$ cat config.mk
export PLATFORM = sky130hd
export DESIGN_NAME = bypass_tracker
export DESIGN_NICKNAME = d
export VERILOG_FILES = /design/src/rtl/bt_pkg.sv /design/src/rtl/bt_prob_reg.sv /design/src/rtl/bt_record_bank.sv /design/src/rtl/bt_judge.sv /design/src/rtl/bypass_tracker.sv
export SDC_FILE = /design/constraint.sdc
export NUM_CORES = 1
export LEC_CHECK = 0
export BUFFER_PORTS_ARGS = -buffer_cell sky130_fd_sc_hd__clkbuf_2
export CORE_MARGIN = 2
export CORE_UTILIZATION = 50
export CTS_CLUSTER_DIAMETER = 120
export DETAILED_ROUTE_END_ITERATION = 10
export HOLD_SLACK_MARGIN = 0.12
export PLACE_DENSITY = 0.76
export RECOVER_POWER = 50
export SETUP_SLACK_MARGIN = 0.5
export SLEW_MARGIN = 20
export SYNTH_ARGS = -nofsm -noshare
export SYNTH_HDL_FRONTEND = slang
export SYNTH_SLANG_ARGS = --single-unit
$ cat constraint.sdc
create_clock -name clk -period 4.6 [get_ports clk]
set_clock_uncertainty 0.05 [all_clocks]
set_input_delay 1.15 -clock clk [delete_from_list [all_inputs] [get_ports clk]]
set_output_delay 1.15 -clock clk [all_outputs]
set_load 0.01 [all_outputs]
$ cat src/rtl/bt_pkg.sv
package bt_pkg;
  localparam int CODE_W = 4;

  typedef enum logic [1:0] {
    VD_NONE = 2'd0,
    VD_GOOD = 2'd1,
    VD_BAD  = 2'd2
  } verdict_e;

  function automatic logic [CODE_W-1:0] code_up(input logic [CODE_W-1:0] c,
                                                input logic [CODE_W-1:0] lo,
                                                input logic [CODE_W-1:0] top);
    if (c == '0)      return lo;
    else if (c >= top) return top;
    else              return c + 1'b1;
  endfunction

  function automatic logic [CODE_W-1:0] code_down(input logic [CODE_W-1:0] c,
                                                  input logic [CODE_W-1:0] lo);
    if (c <= lo) return '0;
    else         return c - 1'b1;
  endfunction
endpackage

$ cat src/rtl/bt_prob_reg.sv
module bt_prob_reg
  import bt_pkg::*;
#(
  parameter int LVL_BITS  = 12,
  parameter int INIT_CODE = 7,
  parameter int MIN_CODE  = 5
) (
  input  logic                clk,
  input  logic                rst_n,
  input  logic                upd_en,
  input  verdict_e            vd,
  output logic [CODE_W-1:0]   code,
  output logic [LVL_BITS:0]   thr
);
  localparam int TOP_CODE = LVL_BITS + 1;
  localparam logic [CODE_W-1:0] LO  = CODE_W'(MIN_CODE);
  localparam logic [CODE_W-1:0] TOP = CODE_W'(TOP_CODE);

  logic [CODE_W-1:0] code_q;

  always_ff @(posedge clk) begin
    if (!rst_n) begin
      code_q <= CODE_W'(INIT_CODE);
    end else if (upd_en) begin
      case (vd)
        VD_GOOD: code_q <= code_up(code_q, LO, TOP);
        VD_BAD:  code_q <= code_down(code_q, LO);
        default: code_q <= code_q;
      endcase
    end
  end

  always_comb begin
    thr = '0;
    if (code_q != '0) thr = (LVL_BITS+1)'(1) << (code_q - 1'b1);
  end

  assign code = code_q;
endmodule

$ cat src/rtl/bt_record_bank.sv
module bt_record_bank #(
  parameter int SETS   = 16,
  parameter int PTAG_W = 16,
  parameter int WAY_W  = 4,
  localparam int SET_W = (SETS > 1) ? $clog2(SETS) : 1
) (
  input  logic              clk,
  input  logic              rst_n,
  input  logic [SET_W-1:0]  rd_set,
  output logic              rd_valid,
  output logic [PTAG_W-1:0] rd_tag,
  output logic [WAY_W-1:0]  rd_way,
  output logic              rd_virt,
  input  logic              wr_en,
  input  logic [SET_W-1:0]  wr_set,
  input  logic              wr_valid,
  input  logic [PTAG_W-1:0] wr_tag,
  input  logic [WAY_W-1:0]  wr_way,
  input  logic              wr_virt
);
  logic              v_a    [SETS];
  logic [PTAG_W-1:0] tag_a  [SETS];
  logic [WAY_W-1:0]  way_a  [SETS];
  logic              virt_a [SETS];

  for (genvar s = 0; s < SETS; s++) begin : g_set
    logic              v_q;
    logic [PTAG_W-1:0] tag_q;
    logic [WAY_W-1:0]  way_q;
    logic              virt_q;

    always_ff @(posedge clk) begin
      if (!rst_n) begin
        v_q    <= 1'b0;
        tag_q  <= '0;
        way_q  <= '0;
        virt_q <= 1'b0;
      end else if (wr_en && wr_set == SET_W'(s)) begin
        v_q <= wr_valid;
        if (wr_valid) begin
          tag_q  <= wr_tag;
          way_q  <= wr_way;
          virt_q <= wr_virt;
        end
      end
    end

    assign v_a[s]    = v_q;
    assign tag_a[s]  = tag_q;
    assign way_a[s]  = way_q;
    assign virt_a[s] = virt_q;
  end

  assign rd_valid = v_a[rd_set];
  assign rd_tag   = tag_a[rd_set];
  assign rd_way   = way_a[rd_set];
  assign rd_virt  = virt_a[rd_set];
endmodule

$ cat src/rtl/bt_judge.sv
module bt_judge
  import bt_pkg::*;
#(
  parameter int PTAG_W    = 16,
  parameter int WAY_W     = 4,
  parameter int LVL_BITS  = 12,
  parameter int VIRT_BITS = 4,
  localparam int RND_W    = LVL_BITS + VIRT_BITS
) (
  input  logic              act,
  input  logic              rec_v,
  input  logic [PTAG_W-1:0] rec_tag,
  input  logic [WAY_W-1:0]  rec_way,
  input  logic              rec_virt,
  input  logic              req_hit,
  input  logic [WAY_W-1:0]  req_way,
  input  logic [PTAG_W-1:0] req_ptag,
  input  logic [PTAG_W-1:0] req_vptag,
  input  logic [RND_W-1:0]  rnd,
  input  logic [LVL_BITS:0] thr,
  output logic              bypass,
  output verdict_e          vd,
  output logic              wr_en,
  output logic              wr_valid,
  output logic [PTAG_W-1:0] wr_tag,
  output logic [WAY_W-1:0]  wr_way,
  output logic              wr_virt
);
  logic way_ref, tag_ref, evict_clr, sample, start_real, start_virt;
  logic [LVL_BITS-1:0]  lvl;
  logic [VIRT_BITS-1:0] vsel;

  assign lvl  = rnd[LVL_BITS-1:0];
  assign vsel = rnd[RND_W-1:LVL_BITS];

  // The way hit takes precedence over a tag match in the same event.
  assign way_ref = act && rec_v && req_hit && (req_way == rec_way);
  assign tag_ref = act && rec_v && !way_ref && (req_ptag == rec_tag);

  assign bypass  = act && !req_hit && ({1'b0, lvl} < thr);
  assign sample  = (vsel == '0);

  // The tracked way is evicted only when the incoming line is really allocated.
  assign evict_clr  = act && rec_v && !way_ref && !tag_ref && !req_hit && !bypass
                      && (req_way == rec_way);
  assign start_real = act && !rec_v && bypass;
  assign start_virt = act && !rec_v && !req_hit && !bypass && sample;

  always_comb begin
    vd = VD_NONE;
    if (way_ref)      vd = rec_virt ? VD_BAD  : VD_GOOD;
    else if (tag_ref) vd = rec_virt ? VD_GOOD : VD_BAD;
  end

  assign wr_en    = way_ref || tag_ref || evict_clr || start_real || start_virt;
  assign wr_valid = start_real || start_virt;
  assign wr_tag   = start_real ? req_ptag : req_vptag;
  assign wr_way   = req_way;
  assign wr_virt  = start_virt;
endmodule

$ cat src/rtl/bypass_tracker.sv
module bypass_tracker
  import bt_pkg::*;
#(
  parameter int SETS      = 16,
  parameter int WAYS      = 16,
  parameter int TAG_W     = 24,
  parameter int PTAG_W    = 16,
  parameter int LVL_BITS  = 12,
  parameter int VIRT_BITS = 4,
  parameter int INIT_CODE = 7,
  parameter int MIN_CODE  = 5,
  localparam int SET_W    = (SETS > 1) ? $clog2(SETS) : 1,
  localparam int WAY_W    = (WAYS > 1) ? $clog2(WAYS) : 1,
  localparam int RND_W    = LVL_BITS + VIRT_BITS
) (
  input  logic             clk,
  input  logic             rst_n,
  input  logic             req_valid,
  output logic             req_ready,
  input  logic [SET_W-1:0] req_set,
  input  logic             req_hit,
  input  logic [WAY_W-1:0] req_way,
  input  logic [TAG_W-1:0] req_tag,
  input  logic [TAG_W-1:0] req_vtag,
  input  logic [RND_W-1:0] req_rnd,
  output logic             rsp_valid,
  input  logic             rsp_ready,
  output logic             rsp_bypass,
  output logic [3:0]       prob_code
);
  logic              act;
  logic              rec_v, rec_virt;
  logic [PTAG_W-1:0] rec_tag;
  logic [WAY_W-1:0]  rec_way;
  logic [LVL_BITS:0] thr;
  logic              byp;
  verdict_e          vd;
  logic              wr_en, wr_valid, wr_virt;
  logic [PTAG_W-1:0] wr_tag;
  logic [WAY_W-1:0]  wr_way;
  logic              rsp_v_q, rsp_b_q;

  assign req_ready = !rsp_v_q || rsp_ready;
  assign act       = req_valid && req_ready;

  bt_record_bank #(.SETS(SETS), .PTAG_W(PTAG_W), .WAY_W(WAY_W)) u_bank (
    .clk(clk), .rst_n(rst_n),
    .rd_set(req_set), .rd_valid(rec_v), .rd_tag(rec_tag), .rd_way(rec_way), .rd_virt(rec_virt),
    .wr_en(wr_en), .wr_set(req_set), .wr_valid(wr_valid), .wr_tag(wr_tag),
    .wr_way(wr_way), .wr_virt(wr_virt)
  );

  bt_judge #(.PTAG_W(PTAG_W), .WAY_W(WAY_W), .LVL_BITS(LVL_BITS), .VIRT_BITS(VIRT_BITS)) u_judge (
    .act(act), .rec_v(rec_v), .rec_tag(rec_tag), .rec_way(rec_way), .rec_virt(rec_virt),
    .req_hit(req_hit), .req_way(req_way),
    .req_ptag(req_tag[PTAG_W-1:0]), .req_vptag(req_vtag[PTAG_W-1:0]),
    .rnd(req_rnd), .thr(thr), .bypass(byp), .vd(vd),
    .wr_en(wr_en), .wr_valid(wr_valid), .wr_tag(wr_tag), .wr_way(wr_way), .wr_virt(wr_virt)
  );

  bt_prob_reg #(.LVL_BITS(LVL_BITS), .INIT_CODE(INIT_CODE), .MIN_CODE(MIN_CODE)) u_prob (
    .clk(clk), .rst_n(rst_n), .upd_en(act), .vd(vd), .code(prob_code), .thr(thr)
  );

  always_ff @(posedge clk) begin
    if (!rst_n) begin
      rsp_v_q <= 1'b0;
      rsp_b_q <= 1'b0;
    end else if (act) begin
      rsp_v_q <= 1'b1;
      rsp_b_q <= byp;
    end else if (rsp_ready) begin
      rsp_v_q <= 1'b0;
    end
  end

  assign rsp_valid  = rsp_v_q;
  assign rsp_bypass = rsp_b_q;
endmodule

==> impl_metrics.yaml <==
floorplanning:
  core.rowCount: 66
  core-area_sq_mm: 0.0323
  dieHeight_um: 184
  die-width_um: 184
  io-pin-count: 84
  initial_utilization_pct: 50.4
  die_area_sq_mm: 0.0340
power_and_ir_drop:
  sequentialPowerShare_pct: 47.7
  p_sw_mw: 1.53
  power.clock.fraction_pct: 44.8
  powerDensity_mw_per_mm2: 338
  p_comb_share_pct: 7.5
  sw_frac_of_total_pct: 23.4
  leakage_nw: 7.46
  internal_power_mw: 5.01
  vdd.ir_drop.worst_v: 0.000253
synth:
  synth_cell_type_count: 58
  synth_most_common_cell: "sky130_fd_sc_hd__dfxtp_1"
  synthesis.area_per_instance_sq_um: 9.55
  post_synth_main_area_contributors: "sky130_fd_sc_hd__dfxtp_1, sky130_fd_sc_hd__mux4_2, sky130_fd_sc_hd__nand3_1"
  dominantRegCellSynth: "sky130_fd_sc_hd__dfxtp_1"
  synth_top_area_share_pct: 44.1
  syn_area_sq_mm: 0.0163
  synthesis.nets: 1800
  largest_family_of_logic_cells_by_synthesized_area: "multiplexers"
  synth-compound-area-share_pct: 14.1
  ys_seq_elements: 358
  synthesis_warning_total: 0
  synthAdderAreaFrac_pct: 1.46
  synth_area_leader_cell: "sky130_fd_sc_hd__dfxtp_1"
  asyncSetResetFlopFracSynth_pct: 0
  synth.top_cells.by_count: "sky130_fd_sc_hd__dfxtp_1, sky130_fd_sc_hd__nand3_1, sky130_fd_sc_hd__o21ai_0"
  synth_edf_count: 0
  post_synth_mux_area_share_pct: 18.2
  synth_xor_xnor_area_share_pct: 1.78
  synth_sequential_area_ratio_pct: 44.1
  post_synth_and_or_nand_nor_area_fraction_pct: 14.9
  synthCells: 1704
layout:
  finish.utilization_pct: 59.9
  final_layout_size_suffix_gt1_share_pct: 20.3
  area_delta_synth_final_pct: 18.9
  fin_nets: 1858
  antenna_cells: 0
  n_fill_cell: 2548
  final_design_area_no_fill_sq_mm: 0.0193
route:
  route.vias.total: 13600
  finalWirelength_mm: 45.9
  wire_per_inst_um: 20.6
  avgViaCountPerCell: 6.11
  drcViolationCount: 0
  initialDrtViolationCount: 1438
  detail-route-antenna-nets: 0
  drt_pre_antenna_iters: 6
global_route:
  via_count_of_the_first_global_routing_pass: 12800
  grt_util_all_layers_pct: 25.7
  grt_remaining_overflow: 0
  grt_pass1_wl_mm: 68.7
  maximum_number_of_pins_on_one_net_before_global_route_repair: 99
  grt_antenna_before_repair: 0
critical_path:
  critical_path.startpoint_type: "primary input"
  worstSetupPathType: "primary input to flip-flop"
  critical_path_fanout_max: 8
  worst_path_required_ns: 4.94
  worstPathArrival_ns: 4.60
  cp-end-kind: "flip-flop"
sta:
  max-slew-margin-rel_pct: -9.05
  rsz0062_at_grt: "yes"
  worst_slew_pin_slew_ns: 1.64
  slew_violations: 82
  finalHoldViolations: 0
  clock.fmax_ghz: 0.235
  setup_viol_count_final: 0
  holdWs_ns: 0.405
  finalCritPeriodShare_pct: 92.6
  time_the_final_worst_path_needs_with_i_o_delays_and_setup_ns: 4.26
  layout_setup_ws_ns: 0.342
  fin_setup_tns_ns: 0
clock_network:
  worst_setup_hold_path_clk_slew_ns: 0.06
  clock_path_buffers: 3
  clkSinkCount: 358
  clk-insertion-delay-late_ns: 0.54
  cts_buffers: 37
  cts_hold_repair.buffers: 0
  cts.root.buffer_cell: "sky130_fd_sc_hd__clkbuf_16"
  cts_tree: "built"
  htree_levels: 2
hold_path:
  worstHoldPathType: "flip-flop to flip-flop"
place:
  hpwl_mm: 28.4
  io_buffers: 67
  finalWeightedCongestion: 0.844
  post-place-ws_ns: -0.279
  placed_cell_area_sq_mm: 0.0177
status:
  violations: "max-capacitance violations, max-slew violations"
  run_status: "complete, but fails checks"
run:
  drv.max_cap_violation_count: 1
through the flow:
step,std cells,power [mW]
floorplan,1704,3.47
global placement,2148,3.62
detailed placement,2148,3.63
CTS,2220,6.52
global route,2230,6.72
finish,2230,6.53
power groups by stage:
| stage | Clock (mW) | Combinational [mW] | Sequential (mW) |
|---|---|---|---|
| 5_1_grt | 3.09 | 0.517 | 3.12 |
| 3_3_place_gp | 0 | 0.436 | 3.18 |
| 6_report | 2.93 | 0.489 | 3.12 |
| 2_1_floorplan | 0 | 0.286 | 3.18 |
| 3_5_place_dp | 0 | 0.442 | 3.18 |
| 4_1_cts | 2.95 | 0.459 | 3.12 |
cell usage in the layout, fill, tap and decap left out, types with 5 or more instances in the layout:
cell type | Yosys | final
sky130_fd_sc_hd__o21ai_4 | 0 | 9
sky130_fd_sc_hd__a21oi_1 | 29 | 29
sky130_fd_sc_hd__buf_4 | 18 | 75
sky130_fd_sc_hd__nand3_1 | 280 | 280
sky130_fd_sc_hd__a21o_1 | 11 | 11
sky130_fd_sc_hd__mux4_2 | 66 | 66
sky130_fd_sc_hd__nand2_2 | 14 | 5
sky130_fd_sc_hd__and3_1 | 5 | 5
sky130_fd_sc_hd__o211ai_1 | 5 | 5
sky130_fd_sc_hd__a221oi_2 | 1 | 5
sky130_fd_sc_hd__clkbuf_8 | 0 | 8
sky130_fd_sc_hd__clkbuf_2 | 0 | 59
sky130_fd_sc_hd__xnor2_1 | 20 | 20
sky130_fd_sc_hd__dfxtp_1 | 358 | 358
sky130_fd_sc_hd__nand2_1 | 60 | 58
sky130_fd_sc_hd__nor2b_1 | 19 | 19
sky130_fd_sc_hd__o21ai_0 | 233 | 256
sky130_fd_sc_hd__nand4_1 | 6 | 6
sky130_fd_sc_hd__buf_12 | 0 | 32
sky130_fd_sc_hd__inv_1 | 11 | 11
sky130_fd_sc_hd__ha_1 | 19 | 18
sky130_fd_sc_hd__a31oi_1 | 12 | 11
sky130_fd_sc_hd__a311oi_1 | 7 | 7
sky130_fd_sc_hd__xor2_1 | 13 | 13
sky130_fd_sc_hd__mux2i_1 | 126 | 121
sky130_fd_sc_hd__a22o_1 | 6 | 6
sky130_fd_sc_hd__nand2b_1 | 12 | 11
sky130_fd_sc_hd__nand2_4 | 0 | 11
sky130_fd_sc_hd__nor2_1 | 73 | 72
sky130_fd_sc_hd__o21ai_1 | 57 | 25
sky130_fd_sc_hd__mux2_1 | 10 | 14
sky130_fd_sc_hd__a22oi_1 | 10 | 10
sky130_fd_sc_hd__clkbuf_1 | 71 | 24
sky130_fd_sc_hd__clkbuf_16 | 0 | 43
sky130_fd_sc_hd__nor3_1 | 7 | 7
sky130_fd_sc_hd__clkinv_2 | 0 | 5
registers in the layout, indices dropped and copies added, names as in the netlist:
signal / flops
rsp_bypass: 1
rsp_valid: 1
u_bank.g_set.tag_q: 256
u_bank.g_set.v_q: 16
u_bank.g_set.virt_q: 16
u_bank.g_set.way_q: 64
u_prob.code: 4
kinds of logic (layout without fill, tap and decap cells):
family	Yosys count	in the layout
adder cells (fa/ha/maj)	19	19
XOR/XNOR	33	33
buffers and inverters	187	270
multiplexers	209	209
AO/OA/AOI/OAI	403	404
flip-flops	358	358
AND/OR/NAND/NOR	495	495
routing by layer:
metal	global-route usage (%)	up-vias	part of all wire, %
met1	32.2	6589	39
met4	10.3	0	3.6
met2	44.3	610	49
li1	-	6300	-
met5	0	-	0
met3	4.27	120	8.3
area by class of cell:
cell class | instances | area [sq um] | share of cell area (%)
clock inverter | 8 | 91.3 | 0.472
timing repair buffer | 193 | 1850 | 9.54
sequential | 358 | 7170 | 37.1
tap | 442 | 553 | 2.86
inverter | 12 | 45.0 | 0.233
multi-input combinational | 1160 | 8540 | 44.2
clock buffer | 57 | 1090 | 5.65
worst max-delay path, cell delays in order:
cell and delay, ns:
sky130_fd_sc_hd__buf_12 0.12, sky130_fd_sc_hd__buf_12 0.15, sky130_fd_sc_hd__mux4_2 0.53, sky130_fd_sc_hd__nand2b_4 0.10, sky130_fd_sc_hd__a211oi_2 0.07, sky130_fd_sc_hd__a31oi_2 0.26
sky130_fd_sc_hd__buf_4 0.17, sky130_fd_sc_hd__nand4_1 0.09, sky130_fd_sc_hd__a2111o_1 0.55, sky130_fd_sc_hd__nor4b_1 0.34, sky130_fd_sc_hd__o21a_1 0.20, sky130_fd_sc_hd__ha_4 0.18
sky130_fd_sc_hd__nor2b_1 0.05, sky130_fd_sc_hd__a31oi_1 0.14, sky130_fd_sc_hd__o221ai_1 0.13, sky130_fd_sc_hd__a221o_1 0.35
timing repair:
item	CTS	global route
setup buffers	6	4
setup endpoints to repair	338	355
gates cloned	1	6
hold endpoints to repair	0	0
resized for setup	20	42
pin swaps	5	7
worst paths after layout:
kind / endpoint / startpoint / slack (ns) / depth (start not counted)
worst max register to register: u_bank.g_set[4].tag_q[8] / u_prob.code[1] / 0.44 / 15
worst min-delay path: u_bank.g_set[10].way_q[2] / u_bank.g_set[10].way_q[2] / 0.40 / 2
worst min register to register: u_bank.g_set[10].way_q[2] / u_bank.g_set[10].way_q[2] / 0.40 / 2
worst max-delay path: u_prob.code[2] / req_set[1] / 0.34 / 16
No activity file was read; power rests on OpenSTA's default activity.
